[src/rtl/sysexc_pkg.sv]
package sysexc_pkg;
    localparam int DATA_W   = 32;
    localparam int ADDR_W   = 10;
    localparam int EXC_W    = 6;
    localparam int PRIO_W   = 2;
    localparam int NUM_PEND = 3;
    localparam int KEY_W    = 16;
    localparam int KEY_LSB  = DATA_W - KEY_W;

    // word offsets inside the system control space
    localparam logic [ADDR_W-1:0] OFS_STATE = ADDR_W'('h341);
    localparam logic [ADDR_W-1:0] OFS_KEYED = ADDR_W'('h343);
    localparam logic [ADDR_W-1:0] OFS_PRI_A = ADDR_W'('h347);
    localparam logic [ADDR_W-1:0] OFS_PRI_B = ADDR_W'('h348);

    localparam logic [KEY_W-1:0] UNLOCK_KEY = KEY_W'('h05FA);

    // control/state word bit positions
    localparam int B_ACT_LSB  = 0;
    localparam int B_NUM_LSB  = 12;
    localparam int B_ANY_IRQ  = 22;
    localparam int B_TMR_CLR  = 25;
    localparam int B_TMR_SET  = 26;
    localparam int B_CSW_CLR  = 27;
    localparam int B_CSW_SET  = 28;
    localparam int B_NMI_SET  = 31;

    // keyed word bit positions
    localparam int B_CLR_ACT  = 1;
    localparam int B_RST_REQ  = 2;

    // priority field positions
    localparam int PRI_SVC_LSB = 30;
    localparam int PRI_CSW_LSB = 22;
    localparam int PRI_TMR_LSB = 30;

    // pendable exception slots
    localparam int P_NMI = 0;
    localparam int P_CSW = 1;
    localparam int P_TMR = 2;

    typedef struct packed {
        logic [PRIO_W-1:0] svc;
        logic [PRIO_W-1:0] csw;
        logic [PRIO_W-1:0] tmr;
    } prio_t;

    function automatic logic [EXC_W-1:0] exc_num(input int slot);
        case (slot)
            P_NMI:   return EXC_W'(2);
            P_CSW:   return EXC_W'(14);
            P_TMR:   return EXC_W'(15);
            default: return '0;
        endcase
    endfunction

    function automatic int set_pos(input int slot);
        case (slot)
            P_NMI:   return B_NMI_SET;
            P_CSW:   return B_CSW_SET;
            default: return B_TMR_SET;
        endcase
    endfunction

    // -1 marks a slot without a software clear bit
    function automatic int clr_pos(input int slot);
        case (slot)
            P_CSW:   return B_CSW_CLR;
            P_TMR:   return B_TMR_CLR;
            default: return -1;
        endcase
    endfunction
endpackage

[src/rtl/sysexc_pend_cell.sv]
module sysexc_pend_cell (
    input  logic clk,
    input  logic rst,
    input  logic set_i,
    input  logic clr_i,
    output logic pend_o
);
    always_ff @(posedge clk) begin
        if (rst)        pend_o <= 1'b0;
        else if (set_i) pend_o <= 1'b1;
        else if (clr_i) pend_o <= 1'b0;
    end


    set_wins_chk: assert property (@(posedge clk) disable iff (rst)
        set_i |=> pend_o);

    clear_takes_chk: assert property (@(posedge clk) disable iff (rst)
        (clr_i && !set_i) |=> !pend_o);

    pend_hold_chk: assert property (@(posedge clk) disable iff (rst)
        (!set_i && !clr_i) |=> $stable(pend_o));
endmodule

[src/rtl/sysexc_arb.sv]
module sysexc_arb
    import sysexc_pkg::*;
(
    input  logic [NUM_PEND-1:0] pend_i,
    input  prio_t               prio_i,
    output logic [EXC_W-1:0]    num_o
);
    always_comb begin
        if (pend_i[P_NMI])
            num_o = exc_num(P_NMI);
        else if (pend_i[P_CSW] && pend_i[P_TMR])
            num_o = (prio_i.tmr < prio_i.csw) ? exc_num(P_TMR) : exc_num(P_CSW);
        else if (pend_i[P_CSW])
            num_o = exc_num(P_CSW);
        else if (pend_i[P_TMR])
            num_o = exc_num(P_TMR);
        else
            num_o = '0;
    end
endmodule

[src/rtl/sysexc_ctrl.sv]
module sysexc_ctrl
    import sysexc_pkg::*;
(
    input  logic              clk,
    input  logic              rst,
    input  logic              bus_wr,
    input  logic              bus_rd,
    input  logic [ADDR_W-1:0] bus_addr,
    input  logic [DATA_W-1:0] bus_wdata,
    output logic [DATA_W-1:0] bus_rdata,
    input  logic              tick_req,
    input  logic              ack_valid,
    input  logic [EXC_W-1:0]  ack_num,
    input  logic              ext_irq_pend,
    output logic              pend_nmi,
    output logic              pend_csw,
    output logic              pend_tmr,
    output logic [EXC_W-1:0]  pend_num,
    output logic              sys_reset_req
);
    logic wr_state, wr_keyed_ok, wr_pri_a, wr_pri_b;
    logic [NUM_PEND-1:0] set_v, clr_v, pend_v;
    logic [EXC_W-1:0]    active_q;
    prio_t               prio_q;
    logic [DATA_W-1:0]   rd_word;

    assign wr_state    = bus_wr && (bus_addr == OFS_STATE);
    assign wr_keyed_ok = bus_wr && (bus_addr == OFS_KEYED) &&
                         (bus_wdata[DATA_W-1:KEY_LSB] == UNLOCK_KEY);
    assign wr_pri_a    = bus_wr && (bus_addr == OFS_PRI_A);
    assign wr_pri_b    = bus_wr && (bus_addr == OFS_PRI_B);

    // one pending cell per pendable exception
    for (genvar g = 0; g < NUM_PEND; g++) begin : g_pend
        localparam int SP = set_pos(g);
        localparam int CP = clr_pos(g);
        logic ack_hit, hw_set;

        assign ack_hit = ack_valid && (ack_num == exc_num(g));
        if (g == P_TMR) begin : g_hw
            assign hw_set = tick_req;
        end else begin : g_nohw
            assign hw_set = 1'b0;
        end

        assign set_v[g] = (wr_state && bus_wdata[SP]) || hw_set;

        if (CP >= 0) begin : g_swclr
            assign clr_v[g] = ack_hit || (wr_state && bus_wdata[CP]);
        end else begin : g_ackclr
            assign clr_v[g] = ack_hit;
        end

        sysexc_pend_cell i_cell (
            .clk    (clk),
            .rst    (rst),
            .set_i  (set_v[g]),
            .clr_i  (clr_v[g]),
            .pend_o (pend_v[g])
        );
    end

    assign pend_nmi = pend_v[P_NMI];
    assign pend_csw = pend_v[P_CSW];
    assign pend_tmr = pend_v[P_TMR];

    sysexc_arb i_arb (
        .pend_i (pend_v),
        .prio_i (prio_q),
        .num_o  (pend_num)
    );

    always_ff @(posedge clk) begin
        if (rst) begin
            prio_q <= '0;
        end else begin
            if (wr_pri_a)
                prio_q.svc <= bus_wdata[PRI_SVC_LSB +: PRIO_W];
            if (wr_pri_b) begin
                prio_q.csw <= bus_wdata[PRI_CSW_LSB +: PRIO_W];
                prio_q.tmr <= bus_wdata[PRI_TMR_LSB +: PRIO_W];
            end
        end
    end

    always_ff @(posedge clk) begin
        if (rst)
            active_q <= '0;
        else if (wr_keyed_ok && bus_wdata[B_CLR_ACT])
            active_q <= '0;
        else if (ack_valid)
            active_q <= ack_num;
    end

    always_ff @(posedge clk) begin
        if (rst)
            sys_reset_req <= 1'b0;
        else if (wr_keyed_ok && bus_wdata[B_RST_REQ])
            sys_reset_req <= 1'b1;
    end

    always_comb begin
        rd_word = '0;
        case (bus_addr)
            OFS_STATE: begin
                rd_word[B_ACT_LSB +: EXC_W] = active_q;
                rd_word[B_NUM_LSB +: EXC_W] = pend_num;
                rd_word[B_ANY_IRQ]          = ext_irq_pend || pend_v[P_CSW] || pend_v[P_TMR];
                rd_word[B_TMR_SET]          = pend_v[P_TMR];
                rd_word[B_CSW_SET]          = pend_v[P_CSW];
                rd_word[B_NMI_SET]          = pend_v[P_NMI];
            end
            OFS_PRI_A: rd_word[PRI_SVC_LSB +: PRIO_W] = prio_q.svc;
            OFS_PRI_B: begin
                rd_word[PRI_CSW_LSB +: PRIO_W] = prio_q.csw;
                rd_word[PRI_TMR_LSB +: PRIO_W] = prio_q.tmr;
            end
            default: rd_word = '0;
        endcase
    end

    always_ff @(posedge clk) begin
        if (rst)         bus_rdata <= '0;
        else if (bus_rd) bus_rdata <= rd_word;
        else             bus_rdata <= '0;
    end


    nmi_first_chk: assert property (@(posedge clk) disable iff (rst)
        pend_nmi |-> (pend_num == exc_num(P_NMI)));

    none_pending_chk: assert property (@(posedge clk) disable iff (rst)
        (pend_v == '0) |-> (pend_num == '0));

    num_has_source_chk: assert property (@(posedge clk) disable iff (rst)
        (pend_num != '0) |-> (pend_v != '0));

    bad_key_chk: assert property (@(posedge clk) disable iff (rst)
        (bus_wr && bus_addr == OFS_KEYED &&
         bus_wdata[DATA_W-1:KEY_LSB] != UNLOCK_KEY && !sys_reset_req) |=> !sys_reset_req);

    rst_req_hold_chk: assert property (@(posedge clk) disable iff (rst)
        sys_reset_req |=> sys_reset_req);

    idle_read_zero_chk: assert property (@(posedge clk) disable iff (rst)
        !bus_rd |=> (bus_rdata == '0));
endmodule

[config.mk]
export PLATFORM = sky130hd
export DESIGN_NAME = sysexc_ctrl
export DESIGN_NICKNAME = d
export VERILOG_FILES = /design/src/rtl/sysexc_pkg.sv /design/src/rtl/sysexc_pend_cell.sv /design/src/rtl/sysexc_arb.sv /design/src/rtl/sysexc_ctrl.sv
export SDC_FILE = /design/constraint.sdc
export NUM_CORES = 1
export LEC_CHECK = 0
export ABC_AREA = 1
export BUFFER_PORTS_ARGS = -buffer_cell sky130_fd_sc_hd__buf_4
export CAP_MARGIN = 20
export CELL_PAD_IN_SITES_DETAIL_PLACEMENT = 0
export CELL_PAD_IN_SITES_GLOBAL_PLACEMENT = 1
export CORE_ASPECT_RATIO = 1.1
export CORE_MARGIN = 3
export CORE_UTILIZATION = 28
export DETAILED_ROUTE_END_ITERATION = 16
export GPL_ROUTABILITY_DRIVEN = 0
export PLACE_DENSITY_LB_ADDON = 0.1
export SLEW_MARGIN = 20
export SYNTH_ARGS = -nofsm -noshare
export SYNTH_HDL_FRONTEND = slang
export SYNTH_SLANG_ARGS = --single-unit
[constraint.sdc]
create_clock -name clk -period 1.5 [get_ports clk]
set_input_delay 0 -clock clk [delete_from_list [all_inputs] [get_ports clk]]
set_output_delay 0 -clock clk [all_outputs]
set_load 0.02 [all_outputs]
==> summary.md, run 1 <==
| Metric | Value |
|---|---|
| Post-Place Cells | `350` |
| Netlist cell types | `27` |
| CTS H-tree lvls | `2` |
| Maximum VDD drop | `245 uV` |
| Most used cell, CP | `nor2_1` |
| Setup TNS | `0 ns` |
| EDFF count, synth | `0` |
| Die W | `77.5 um` |
| First-pass GRT wire length | `6.09 mm` |
| I/O pin count | `97` |
| Longest Clk Path Bufs | `2` |
| Die area | `0.00656 mm^2` |
| Area post-placement | `0.00204 mm^2` |
| Setup ws final | `0.0983 ns` |
| Clock tree root driver cell | `clkbuf_8` |
| Cell Area, Synth | `0.00157 mm^2` |
| Vias | `1449` |
| Fmax | `713 MHz` |
| IO buf count | `64` |
| Count leader, synth | `nand2_1` |
| Antenna diodes | `0` |
| Reg clk slew, reported paths | `0.06 ns` |
| Yosys warnings | `0` |
| Antenna viol nets, final | `0` |
| Core area | `0.00540 mm^2` |
| Synth Register Bits | `31` |
| Crit-path leading delay family | `flip-flops` |
| Clock Latency Late Sink | `0.27 ns` |
| Initial antenna violation count | `0` |
| Hold Fails Final Rpt | `0` |
| Syn Inst Count | `218` |
| CP Buf/Inv Count | `3` |
| Wirelength, routed | `3.78 mm` |
| Top cell type's share of synthesized area | `39.4%` |
| Crit path cell chain | `inv_2 -> ha_4 -> a21oi_2 -> nor2_1 -> nor2_1 -> nand2_1 -> inv_1 -> buf_6` |
| Worst EP arrival | `1.40 ns` |
| WP data required | `1.50 ns` |
| Unrepaired setup endpoints after global routing | `no` |
| Overall Power | `1.76 mW` |
| Synth top cells by count | `36 x nand2_1, 33 x inv_1, 31 x dfxtp_1, 27 x nor2_1, 20 x buf_4` |
| Hold_ws | `0.0224 ns` |
| DR DRC count | `0` |
| Worst stage delay on the critical path | `0.33 ns` |
| Vias/cell | `3.96` |
| Num CTS Buffers | `5` |
| Drt initial violations | `28` |
| Clk sinks | `31` |
| Min-delay worst type | `input port to flip-flop` |
| Max Slew Vio Count | `0` |
| Synth top area cells | `dfxtp_1 39%, buf_4 9.5%, nand2_1 8.6%` |
| Final Cycle Share | `93.4%` |
| Post-Layout Cell Count | `366` |
| Fin util | `41.4%` |
| Pwr dens | `786 mW/mm^2` |
| Starting Density | `29.2%` |
| Worst R2R Setup Slack | `0.40 ns` |
| Outcome | `finished clean` |
| Largest net degree at the start of global routing | `14` |
| GRT Total Usage | `11.7%` |
| Asr flop ratio synth | `0%` |
| Die Ht | `84.6 um` |
| Max-cap check violation count | `0` |
| Post-synthesis sequential area ratio | `39.4%` |
| Biggest fanout along the worst timing path | `2` |
| Lkg Pwr | `1.06 nW` |
| DP HPWL | `3.05 mm` |
| Row count | `28` |
| Layout Cell Area excl Fill | `0.00224 mm^2` |
| CP Capture Type | `output port` |
| Layout cell share with drive strength beyond 1 | `34.0%` |
| Routed len/inst | `10.3 um` |
| Endpoints failing setup | `0` |
| Area growth syn-to-layout | `42.1%` |
| Type of origin of the critical path | `flip-flop` |
| Slowest CP cell | `dfxtp_2` |
| Final nets | `347` |
| Drt pass-1 iters | `4` |
| Final clock skew | `0.00233 ns` |
| CTS tree | `built` |
| Synth Area per Inst | `7.22 um^2` |
| Main synth FF type | `dfxtp_1` |
| Final min period | `1.40 ns` |
| Post-synth top area cell | `dfxtp_1` |
| Dpl ws | `0.312 ns` |
| Total grt overflow | `0` |
| Vias in the first global route | `1348` |
| Critical path type | `flip-flop to output port` |
[cells in the final DEF (no fill, tap or decap), types with 6 or more instances in the layout]
cell,count
dlygate4sd3_1,8
nor2_1,27
clkbuf_8,6
nor2_2,12
dfxtp_1,29
nand3_1,8
inv_1,32
nand2_1,36
a21oi_1,17
buf_4,64
conb_1,18
[worst min-delay path: cells and delay by family]
| kind | cells | cell delay [ns] |
|---|---|---|
| and+or+nand+nor | 1 | 0.06 |
| AOI/OAI and AO/OA | 1 | 0.05 |
| buffers and inverters | 1 | 0.13 |
[path summary, 6_finish.rpt]
check	from	end	depth (start not counted)
worst max-delay path	prio_q[3]	pend_num[0]	8
worst min-delay path	bus_wdata[31]	g_pend[0].i_cell.pend_o	3
worst max register to register	sys_reset_req	sys_reset_req	3
worst min register to register	active_q[2]	bus_rdata[2]	2
[power by group]
part | leakage, nW | internal (mW) | switching (mW)
Combinational | 0.757 | 0.119 | 0.151
Clock | 0.0470 | 0.359 | 0.289
Sequential | 0.252 | 0.834 | 0.00453
Total | 1.06 | 1.31 | 0.445
[cells by family (layout without fill, tap and decap cells)]
logic type                 count (synthesis)  after routing  share of synthesized area, %
and+or+nand+nor                          103            103                          32.4
buffers and inverters                     58            114                          19.2
DFF                                       31             31                          39.4
AOI/OAI and AO/OA                         24             24                          7.95
adders and majority gates                  1              1                         0.795
other                                      1             18                         0.238
[registers in the layout (all words and copies together), names as in the netlist]
| signal | count |
|---|---|
| active_q | 6 |
| prio_q | 6 |
| sys_reset_req | 1 |
| g_pend.i_cell.pend_o | 3 |
| bus_rdata | 15 |
[area by class of cell]
class,instances,area [um^2]
repair buffers,73,572
well taps,75,93.8
clock inverters,1,5.00
clock buffers,6,82.6
flip-flops and latches,31,623
fillers,607,3160
multi-input cells,146,732
inverters,34,128
[repair_timing]
action                     4_1_cts  5_1_grt
hold buffers                     8        0
setup buffers                    0        1
setup endpoints to repair        0        1
hold endpoints to repair        13        0
gates resized for setup          0        6
[per-layer routing]
layer | GRT usage [%] | up-vias | share of wire, %
met5 | 0 | - | 0
met4 | 4.85 | 0 | 1.7
met3 | 4.08 | 5 | 8.8
met2 | 17.9 | 68 | 43
met1 | 15.1 | 596 | 47
li1 | - | 780 | -
(Power assumes the default switching activity.)
==> run 2: changes to the inputs <==
--- a/config.mk
+++ b/config.mk
@@ -6,7 +6,7 @@
 export NUM_CORES = 1
 export LEC_CHECK = 0
 export ABC_AREA = 1
-export BUFFER_PORTS_ARGS = -buffer_cell sky130_fd_sc_hd__buf_4
+export BUFFER_PORTS_ARGS = -buffer_cell sky130_fd_sc_hd__buf_2
 export CAP_MARGIN = 20
 export CELL_PAD_IN_SITES_DETAIL_PLACEMENT = 0
 export CELL_PAD_IN_SITES_GLOBAL_PLACEMENT = 1
==> summary.md, run 2 (synthesis gave the netlist of run 1 again) <==
| Metric | Value |
|---|---|
| Outcome | `finished with violations` |
| Violated checks | `negative hold slack` |
| Routed len/inst | `10.4 um (+0.77%)` |
| Vias in the first global route | `1300 (-3.6%)` |
| Die W | `77.5 um (unchanged)` |
| Worst stage delay on the critical path | `0.32 ns (about the same)` |
| Longest Clk Path Bufs | `2 (unchanged)` |
| Fmax | `711 MHz (-0.37%)` |
| R2R cell count | `7 (+4)` |
| Lkg Pwr | `0.994 nW (-5.9%)` |
| Vias | `1395 (-3.7%)` |
| Drt pass-1 iters | `4 (unchanged)` |
| Hold depth | `3 (unchanged)` |
| Final nets | `342 (-1.4%)` |
| Die Ht | `84.6 um (unchanged)` |
| Min-delay worst type | `input port to flip-flop` |
| CTS tree | `built` |
| DP HPWL | `3.03 mm (-0.63%)` |
| Max reg flops | `15 (unchanged)` |
| Pwr dens | `851 mW/mm^2 (+8.3%)` |
| WP data required | `1.50 ns (about the same)` |
| Die area | `0.00656 mm^2 (unchanged)` |
| Filler cells | `642 (+5.8%)` |
| Clk sinks | `31 (unchanged)` |
| Endpoints failing setup | `0 (unchanged)` |
| Hold_ws | `-0.00420 ns (-0.0266 ns)` |
| Slowest CP cell | `dfxtp_2` |
| IO buf count | `64 (unchanged)` |
| Fin util | `37.5% (-3.9 points)` |
| Worst R2R Setup Slack | `0.43 ns (+0.03 ns)` |
| Total grt overflow | `0 (unchanged)` |
| Drt initial violations | `42 (+50%)` |
| Setup bufs post-CTS | `0 (unchanged)` |
| WHS Endpoint | `active_q[4]` |
| Crit path cell chain | `inv_1 -> ha_4 -> a21oi_2 -> nor2_1 -> nor2_1 -> nand2_1 -> inv_1 -> buf_4` |
| Critical path type | `flip-flop to output port` |
| Row count | `28 (unchanged)` |
| Setup ws final | `0.0932 ns (-0.00515 ns)` |
| Core area | `0.00540 mm^2 (unchanged)` |
| CTS H-tree lvls | `2 (unchanged)` |
| Area post-placement | `0.00188 mm^2 (-7.9%)` |
| Area growth syn-to-layout | `28.7%` |
| Reg2reg start | `prio_q[3]` |
| Clock tree root driver cell | `clkbuf_8` |
| Type of origin of the critical path | `flip-flop` |
| Worst EP arrival | `1.41 ns (about the same)` |
| Unrepaired setup endpoints after global routing | `no` |
| Dpl ws | `0.299 ns (-0.0126 ns)` |
| Clock Latency Late Sink | `0.28 ns (about the same)` |
| GRT Total Usage | `12.0% (+0.24 points)` |
| Largest Register | `bus_rdata` |
| Initial antenna violation count | `0 (unchanged)` |
| Layout Cell Area excl Fill | `0.00203 mm^2 (-9.4%)` |
| Setup TNS | `0 ns (unchanged)` |
| Final min period | `1.41 ns (+0.00515 ns)` |
| I/O pin count | `97 (unchanged)` |
| Post-Place Cells | `350 (unchanged)` |
| DR DRC count | `0 (unchanged)` |
| Post-Layout Cell Count | `361 (-1.4%)` |
| RR Endpoint | `bus_rdata[12]` |
| Final Cycle Share | `93.8% (+0.34 points)` |
| Num CTS Buffers | `5 (unchanged)` |
| Largest net degree at the start of global routing | `14 (unchanged)` |
| Max Slew Vio Count | `0 (unchanged)` |
| First-pass GRT wire length | `6.13 mm (+0.69%)` |
| Final clock skew | `0.00101 ns (-0.00133 ns)` |
| Commonest non-fill, non-tap cell in the layout | `buf_2` |
| CP Capture Type | `output port` |
| Antenna viol nets, final | `0 (unchanged)` |
| Overall Power | `1.72 mW (-1.9%)` |
| Wirelength, routed | `3.75 mm (-0.61%)` |
| Reg clk slew, reported paths | `0.06 ns (about the same)` |
| Vias/cell | `3.86 (-2.4%)` |
| Antenna diodes | `0 (unchanged)` |
| Layout cell share with drive strength beyond 1 | `33.6% (-0.45 points)` |
| Maximum VDD drop | `254 uV (+3.7%)` |
| Biggest regs | `bus_rdata x15, active_q x6, prio_q x6` |
| Most frequent cells in the layout | `63 x buf_2, 36 x nand2_1, 33 x inv_1` |
| Max-cap check violation count | `0 (unchanged)` |
| Hold Fails Final Rpt | `1 (+1)` |
| Worst Hold Launch | `ack_num[4]` |
| Starting Density | `29.2% (unchanged)` |
| Biggest fanout along the worst timing path | `2 (unchanged)` |
## run 2: changes by cell type in the layout (fill, tap and decap cells not counted), sizes merged
cell         previous run  this run
buf                    65        64
dlygate4sd3             8         4
## run 2: final cells by class
type,instances,area (um^2),share of cell area (%)
clock buffers,6,82.6,4.08
clock inverters,1,5.00,0.247
inverters,34,128,6.30
multi-input cells,146,732,36.1
flip-flops and latches,31,622,30.7
well taps,75,93.8,4.63
repair buffers,68,363,17.9
## run 2: what timing repair did
action,CTS,global route
gates cloned,0,0
endpoints found under the hold margin,4,0
pin swaps,1,1
setup endpoints to repair,1,1
hold buffers,4,0
resized for setup,1,3
## run 2: critical path, delay by kind of cell, from the launching register on
family          cells  cell delay, ns
flops               1            0.32
buf+inv             3            0.29
simple gates        3            0.21
fa+ha+maj           1            0.21
compound gates      1            0.11
## run 2: report_power, final
part	internal, mW	switching (mW)	leakage, nW	total (mW)
Clock	0.359	0.297	0.0470	0.656
Combinational	0.0799	0.149	0.695	0.229
Sequential	0.834	0.00413	0.252	0.839
Total	1.27	0.450	0.994	1.72
## run 2: worst max path at each step
stage,cells after the start,slack [ns],endpoint,from
5_1_grt,7,0.01,pend_num[0],prio_q[1]
6_report,8,0.09,pend_num[0],prio_q[3]
4_1_cts,8,0.01,pend_num[0],prio_q[3]
2_1_floorplan,3,0.41,pend_num[3],g_pend[2].i_cell.pend_o
3_3_place_gp,8,0.31,pend_num[0],prio_q[3]
3_5_place_dp,8,0.30,pend_num[0],prio_q[3]
## run 2: metal layers
metal	routed length (um)	GRT usage [%]	part of all wire, %
met1	1780	15.4	47
met2	1530	17.9	41
met3	370	4.29	9.9
met4	74	5.34	2.0
met5	0	0	0
==> run 3: changes to the inputs <==
--- a/config.mk
+++ b/config.mk
@@ -16,6 +16,7 @@
 export DETAILED_ROUTE_END_ITERATION = 16
 export GPL_ROUTABILITY_DRIVEN = 0
 export PLACE_DENSITY_LB_ADDON = 0.1
+export REMOVE_ABC_BUFFERS = 1
 export SLEW_MARGIN = 20
 export SYNTH_ARGS = -nofsm -noshare
 export SYNTH_HDL_FRONTEND = slang
==> summary.md, run 3 (synthesis gave the netlist of run 1 again) <==
| Metric | Value |
|---|---|
| Wirelength, routed | `3.71 mm (-1.2%)` |
| Max reg flops | `15 (unchanged)` |
| Hold Fails Final Rpt | `0 (-1)` |
| Drt pass-1 iters | `6 (+2)` |
| Clock tree root driver cell | `clkbuf_8` |
| Die W | `77.5 um (unchanged)` |
| Die area | `0.00656 mm^2 (unchanged)` |
| Layout cell share with drive strength beyond 1 | `34.9% (+1.4 points)` |
| Type of origin of the critical path | `flip-flop` |
| Antenna viol nets, final | `0 (unchanged)` |
| Reg clk slew, reported paths | `0.07 ns (about the same)` |
| Endpoints failing setup | `0 (unchanged)` |
| Vias | `1442 (+3.4%)` |
| Clock Latency Late Sink | `0.28 ns (about the same)` |
| Dpl ws | `0.320 ns (+0.0210 ns)` |
| Filler cells | `616 (-4.0%)` |
| Lkg Pwr | `1.03 nW (+4.1%)` |
| Row count | `28 (unchanged)` |
| Critical path type | `flip-flop to output port` |
| Register Area | `623 um^2 (+0.20%)` |
| Final min period | `1.41 ns (+0.000600 ns)` |
| Pwr dens | `916 mW/mm^2 (+7.6%)` |
| Setup ws final | `0.0926 ns (-0.000600 ns)` |
| Drt initial violations | `39 (-7.1%)` |
| Commonest non-fill, non-tap cell in the layout | `buf_2` |
| Largest Register | `bus_rdata` |
| CP Capture Type | `output port` |
| Most frequent cells in the layout | `63 x buf_2, 36 x nand2_1, 33 x inv_1` |
| IO buf count | `64 (unchanged)` |
| Initial antenna violation count | `0 (unchanged)` |
| Antenna diodes | `0 (unchanged)` |
| Max Slew Vio Count | `0 (unchanged)` |
| GRT Total Usage | `12.0% (-0.014 points)` |
| Starting Density | `29.2% (unchanged)` |
| Biggest fanout along the worst timing path | `2 (unchanged)` |
| WP data required | `1.50 ns (about the same)` |
| Largest net degree at the start of global routing | `14 (unchanged)` |
| Num CTS Buffers | `5 (unchanged)` |
| I/O pin count | `97 (unchanged)` |
| Core area | `0.00540 mm^2 (unchanged)` |
| Max-cap check violation count | `0 (unchanged)` |
| Min-delay worst type | `input port to flip-flop` |
| Post-Place Cells | `352 (+0.57%)` |
| Worst EP arrival | `1.41 ns (about the same)` |
| Final clock skew | `0.00658 ns (+0.00558 ns)` |
| Longest Clk Path Bufs | `2 (unchanged)` |
| Vias in the first global route | `1381 (+6.2%)` |
| CTS H-tree lvls | `2 (unchanged)` |
| First-pass GRT wire length | `6.30 mm (+2.7%)` |
| Total grt overflow | `0 (unchanged)` |
| Area of the multi-input gates | `732 um^2 (unchanged)` |
| Fin util | `38.9% (+1.4 points)` |
| Biggest regs | `bus_rdata x15, active_q x6, prio_q x6` |
| Routed len/inst | `10.1 um (-2.8%)` |
| Clk sinks | `31 (unchanged)` |
| DP HPWL | `3.04 mm (+0.32%)` |
| Die Ht | `84.6 um (unchanged)` |
| Vias/cell | `3.93 (+1.7%)` |
| Fmax | `711 MHz (about the same)` |
| Post-Layout Cell Count | `367 (+1.7%)` |
| Maximum VDD drop | `303 uV (+19%)` |
| CTS tree | `built` |
| DR DRC count | `0 (unchanged)` |
| Final Cycle Share | `93.8% (about the same)` |
| Outcome | `finished clean` |
| Final nets | `347 (+1.5%)` |
| Area growth syn-to-layout | `33.5%` |
[run 3: cell count changes in the layout (fill, tap and decap cells not counted), sizes merged]
cell	delta
buf	+4
dlygate4sd3	+1
bufinv	+1
[run 3: stage by stage]
stage | setup TNS (ns) | area, um^2 | hold slack (ns) | total power, mW
after floorplan | 0 | 1460 | 0.0691 | 0.980
after global placement | 0 | 1890 | 0.238 | 1.08
after detailed placement | 0 | 1890 | 0.240 | 1.08
after CTS | 0 | 2060 | 0.00135 | 1.95
after global routing | -0.0257 | 2100 | 0.0192 | 2.02
final | 0 | 2100 | 0.00432 | 1.92
[run 3: routing by layer]
layer / GRT usage, % / wire length, um
met1: 15.9 / 1740
met4: 4.37 / 62
met2: 18.1 / 1560
met3: 3.76 / 346
met5: 0 / 0
[run 3: what timing repair did]
action | 4_1_cts | 5_1_grt
gates resized for setup | 1 | 5
buffers inserted | 0 | 2
hold endpoints to repair | 5 | 0
pin swaps | 0 | 3
endpoints found under the setup margin | 1 | 1
hold buffers | 5 | 0
[run 3: power breakdown]
group | internal [mW] | switching (mW)
clock | 0.537 | 0.309
combinational | 0.0881 | 0.151
sequential | 0.834 | 0.00432
[run 3: layout make-up]
| class | count | share of cell area, % |
|---|---|---|
| clock inverter | 2 | 1.67 |
| tap | 75 | 4.47 |
| timing repair buffer | 73 | 19.4 |
| inverter | 34 | 6.08 |
| clock buffer | 6 | 3.93 |
| multi-input combinational | 146 | 34.8 |
| sequential | 31 | 29.7 |
[run 3: worst max-delay path, stage by stage, from the launching register on]
cell and delay [ns]:
dfxtp_2 0.33, inv_1 0.10, ha_4 0.21, a21oi_2 0.10, nor2_1 0.05, nor2_1 0.09
nand2_1 0.08, inv_1 0.07, buf_6 0.11
[run 3: final timing paths]
kind	endpoint	from	slack (ns)	cells after the start
setup / recovery	pend_num[0]	prio_q[3]	0.09	8
hold / removal	active_q[3]	ack_num[3]	0.004	3
setup reg to reg	bus_rdata[12]	prio_q[3]	0.30	8
hold reg to reg	prio_q[5]	prio_q[5]	0.44	2
